[src/rtl/lcd_capture_decoder.sv]
module lcd_capture_decoder #(
  parameter int BYTES_PER_ROW = 80,
  parameter int MAX_ROWS      = 200
) (
  input  logic                                        clk,
  input  logic                                        rst,
  input  logic [7:0]                                  vid_data,
  input  logic                                        byte_clk,
  input  logic                                        frame_clk,
  output logic                                        wr_en,
  output logic [$clog2(MAX_ROWS*BYTES_PER_ROW)-1:0]   wr_addr,
  output logic [7:0]                                  wr_data,
  output logic                                        frame_done,
  output logic                                        frame_error,
  output logic                                        overflow
);
  localparam int CAP    = MAX_ROWS * BYTES_PER_ROW;
  localparam int ADDR_W = $clog2(CAP);
  localparam int CNT_W  = $clog2(CAP + 1);
  localparam int COL_W  = (BYTES_PER_ROW > 1) ? $clog2(BYTES_PER_ROW) : 1;
  localparam int ROW_W  = $clog2(MAX_ROWS + 1);

  logic       bc_m, bc_s, bc_p;
  logic       fc_m, fc_s, fc_p;
  logic [7:0] d_m, d_s;

  always_ff @(posedge clk) begin
    if (rst) begin
      {bc_m, bc_s, bc_p} <= '0;
      {fc_m, fc_s, fc_p} <= '0;
      d_m <= '0;
      d_s <= '0;
    end else begin
      bc_m <= byte_clk;  bc_s <= bc_m;  bc_p <= bc_s;
      fc_m <= frame_clk; fc_s <= fc_m;  fc_p <= fc_s;
      d_m  <= vid_data;  d_s  <= d_m;
    end
  end

  wire byte_fall  = bc_p & ~bc_s;
  wire frame_rise = fc_s & ~fc_p;

  logic             armed, frame_ovf;
  logic [COL_W-1:0] col;
  logic [ROW_W-1:0] row;
  logic [CNT_W-1:0] addr;

  logic [COL_W-1:0] col0, col_n;
  logic [ROW_W-1:0] row0, row_n;
  logic [CNT_W-1:0] addr0;
  logic             ovf0, live, accept, drop;

  always_comb begin
    col0   = frame_rise ? '0 : col;
    row0   = frame_rise ? '0 : row;
    addr0  = frame_rise ? '0 : addr;
    ovf0   = frame_rise ? 1'b0 : frame_ovf;
    live   = byte_fall & (armed | frame_rise);
    accept = live & (row0 < ROW_W'(MAX_ROWS));
    drop   = live & ~accept;
    col_n  = col0;
    row_n  = row0;
    if (accept) begin
      if (col0 == COL_W'(BYTES_PER_ROW - 1)) begin
        col_n = '0;
        row_n = row0 + 1'b1;
      end else begin
        col_n = col0 + 1'b1;
      end
    end
  end

  wire frame_good = (row == ROW_W'(MAX_ROWS)) && (col == '0) && !frame_ovf;

  always_ff @(posedge clk) begin
    if (rst) begin
      armed       <= 1'b0;
      frame_ovf   <= 1'b0;
      col         <= '0;
      row         <= '0;
      addr        <= '0;
      wr_en       <= 1'b0;
      wr_addr     <= '0;
      wr_data     <= '0;
      frame_done  <= 1'b0;
      frame_error <= 1'b0;
      overflow    <= 1'b0;
    end else begin
      armed       <= armed | frame_rise;
      col         <= col_n;
      row         <= row_n;
      addr        <= accept ? addr0 + 1'b1 : addr0;
      frame_ovf   <= ovf0 | drop;
      overflow    <= overflow | drop;
      wr_en       <= accept;
      if (accept) begin
        wr_addr <= addr0[ADDR_W-1:0];
        wr_data <= d_s;
      end
      frame_done  <= frame_rise & armed & frame_good;
      frame_error <= frame_rise & armed & ~frame_good;
    end
  end
endmodule

[config.mk]
export PLATFORM = sky130hd
export DESIGN_NAME = lcd_capture_decoder
export DESIGN_NICKNAME = d
export VERILOG_FILES = /design/src/rtl/lcd_capture_decoder.sv
export SDC_FILE = /design/constraint.sdc
export NUM_CORES = 1
export LEC_CHECK = 0
export ABC_AREA = 1
export BUFFER_PORTS_ARGS = -buffer_cell sky130_fd_sc_hd__buf_2
export CAP_MARGIN = 40
export CORE_ASPECT_RATIO = 2
export CORE_MARGIN = 8
export CORE_UTILIZATION = 24
export DETAILED_ROUTE_END_ITERATION = 8
export PLACE_DENSITY_LB_ADDON = 0.25
export SLEW_MARGIN = 5
export SYNTH_ARGS = -nofsm -noshare
export SYNTH_HDL_FRONTEND = slang
export SYNTH_SLANG_ARGS = --single-unit
[constraint.sdc]
create_clock -name clk -period 4.5 [get_ports clk]
set_input_delay 0.225 -clock clk [delete_from_list [all_inputs] [get_ports clk]]
set_output_delay 0.225 -clock clk [all_outputs]
set_load 0.02 [all_outputs]
==> key figures <==
Global route
  • Vias in the first global route: 2532
  • Initial antenna violation count: 0
  • Grt met3 use: 0.0263
  • Met1 usage: 0.105
  • Grt total ovfl: 0
  • Total global-route track usage: 0.0847
  • Met2 Use GR: 0.126
  • Largest net degree at the start of global routing: 42
  • Gr busiest metal: met2
  • First-pass GRT wire length: 12100 microns

CTS
  • Post CTS Setup Buffer Count: 0
  • Clock sinks: 79
  • H-Tree Depth: 3
  • Cts bufs inserted: 9
  • Hold buffer count at CTS: 0
  • CTS tree: done
  • Cts repair resizes: 0
  • Root Driver: clkbuf_16
  • Clock latency on the worst-skew pair: 0.34 ns
  • Clock Tree Buf Depth: 2
  • Clock slew seen by the registers of the worst setup and hold paths: approximately 0.070 ns

STA
  • Minimum clock period: about 2.5 ns
  • Setup violators final: 0
  • Slew headroom: 0.525
  • WHS: roughly 0.08 ns
  • Clk_skew: 0.00809 ns
  • Fmax: 402 MHz
  • RSZ-0062 raised after global routing: false
  • Final Max Slew Viols: 0
  • Fin Setup TNS: 0 ns
  • Worst-Margin Slew: 0.710 ns
  • Period utilization: 0.553
  • Final Hold Viols: 0

Routing
  • Drt via density: 4.13
  • DRC viols: 0
  • Post-Route WL: 6990 microns
  • DRT iter0 DRCs: about 110
  • Vias: 2613
  • Wire per inst: 11.0 microns
  • Drt pass-1 iters: 4
  • Routed Antenna Nets: 0

Place
  • PortBufs: 37
  • Placed cell area: around 0.0036 sq mm
  • Routability Congestion: 0.733
  • Dpl hpwl: 4700 microns

Synthesis
  • Post-Synth Simple-Gate Area: 0.279
  • Share of the synthesized area in the top cell type: 0.476
  • Cell variety after synth: 35
  • Post-synth EDFFs: 0
  • Syn Area/Cell: 7.59 sq um
  • Xor/xnor cell area share of the yosys netlist: 0.00527
  • Syn Nets: 453
  • Mux contribution to synthesized area: 0
  • Yosys reg bits: 79
  • Warnings, synthesis: 0
  • Largest family of logic cells by synthesized area: simple AND/OR/NAND/NOR gates
  • Asr flop ratio synth: 0
  • Post-synthesis sequential area ratio: 0.476
  • Synth Flop Type: dfxtp_1
  • Post-synthesis cell count: 438
  • Count leader, synth: nor2_1
  • Top cells by area, synth: dfxtp_1, nor2_1, inv_1
  • Area leader, netlist: dfxtp_1
  • Synthesized area: between 0.003 and 0.004 sq mm
  • Post-synth top cells: nor2_1, dfxtp_1, inv_1, nand2_1, o21ai_0
  • Synth Area in Adders: 0.0113
  • Post-synthesis compound-gate area fraction: 0.111

Pwr
  • Total Power: 1.53 mW
  • Maximum vdd drop: 0.180 mV
  • Leakage: 1.73 nW
  • Power Dens Cells: between 300 and 400 mW/mm^2

Floorplan
  • I/O pin count: 38
  • Die Y: 182 microns
  • Die W: 99.2 microns
  • Area of the core: 0.0137 sq mm
  • Die area: between 0.015 and 0.02 sq mm
  • FP Rows: 61
  • Initial Util: 0.242

Critical path
  • Worst-path fanout max: 21
  • WP data required: 4.73 ns
  • Crit end category: flip-flop
  • Critical path launch point type: flip-flop
  • Crit path DAT: roughly 2.7 ns
  • Critical path type: flip-flop to flip-flop

Hold path
  • Tightest Hold Check Type: input port to flip-flop

Finish
  • Ant. Diodes: 0
  • Fillers: 1515
  • Post-route cell area: 0.00394 sq mm
  • # nets final: 486
  • Area Growth Syn to Fin: 18.5%
  • Post-layout util: 0.287
  • Fraction of layout cells with a size suffix above 1: 0.185
  • Multi-input gate area: 0.00135 sq mm
  • Combined flip-flop and latch cell area: 0.00158 sq mm

Run status
  • Run status: finished, final reports clean

Job
  • Maxcap violations: 0
[area by class of cell]
class / instances / share of cell area
flip-flops and latches: 79 / 0.402
well taps: 157 / 0.0499
clock buffers: 10 / 0.0607
multi-input cells: 271 / 0.343
repair buffers: 40 / 0.0578
clock inverters: 6 / 0.0187
inverters: 70 / 0.0680
[sequential cells by signal (all words and copies together) (netlist names), 7 cells and up]
signal / flops
col: 7
addr: 14
row: 8
wr_data: 8
d_m: 8
wr_addr: 14
d_s: 8
[routing by layer]
layer,up-vias,wire (microns)
met4,0,156
met2,37,3020
met1,1137,3470
met3,12,344
li1,1427,-
met5,-,0
[path summary, 6_finish.rpt]
| kind | from | end | slack (ns) | depth (start not counted) |
|---|---|---|---|---|
| worst max-delay path | fc_s | row[5] | 2.01 | 10 |
| worst min-delay path | vid_data[5] | d_m[5] | 0.08 | 3 |
| worst max register to register | fc_s | row[5] | 2.01 | 10 |
| worst min register to register | d_m[6] | d_s[6] | 0.40 | 2 |
[kinds of logic (layout without fill, tap and decap cells)]
logic type | Yosys count | in the layout
and+or+nand+nor | 205 | 205
buffers and inverters | 88 | 126
DFF | 79 | 79
AOI/OAI and AO/OA | 61 | 61
adders and majority gates | 3 | 3
xor gates and xnor gates | 2 | 2
[critical path, stage by stage (launching register included)]
cell and delay (ns):
dfxtp_1 0.38, inv_2 0.07, nor2_4 0.32, nor2_2 0.07, nand2_1 0.06, nand2_1 0.20
buf_4 0.32, nor2_1 0.58, nand3_1 0.19, nor2_1 0.13, nor2_1 0.05
[where the power goes]
part | switching [mW] | internal, mW | leakage, nW
sequential | 0.00382 | 0.711 | 0.641
clock | 0.308 | 0.453 | 0.154
combinational | 0.0339 | 0.0171 | 0.930
total | 0.346 | 1.18 | 1.73
[layout by cell type (no fill, tap or decap)]
cell       instances
bufinv_16          1
clkbuf_8           1
nor3_1             9
o21ai_1            4
a21oi_2            1
inv_1             66
buf_4              2
nand2_2            5
ha_1               3
clkbuf_16          9
xor2_1             1
buf_16             1
clkinv_4           3
o21ai_0           26
nor2_1            99
a211oi_2           7
inv_2              3
nor2_8             2
inv_6              3
nand3_1           12
nand4_1            5
buf_2             37
o21ai_2            1
xnor2_1            1
nand2_4            1
a31oi_1            2
and2_1             1
nand2_1           57
nor2_2             4
nor4_1             2
nor3_2             2
a21boi_0           1
nand3_2            3
dfxtp_1           79
a21oi_1           19
or2_1              1
nor2_4             2
[metrics by stage]
stage,cells,setup slack [ns]
6_report,633,2.01
5_1_grt,633,1.73
4_1_cts,633,1.96
3_5_place_dp,617,1.99
3_3_place_gp,616,2.01
2_1_floorplan,438,2.76
(Power assumes the default switching activity.)
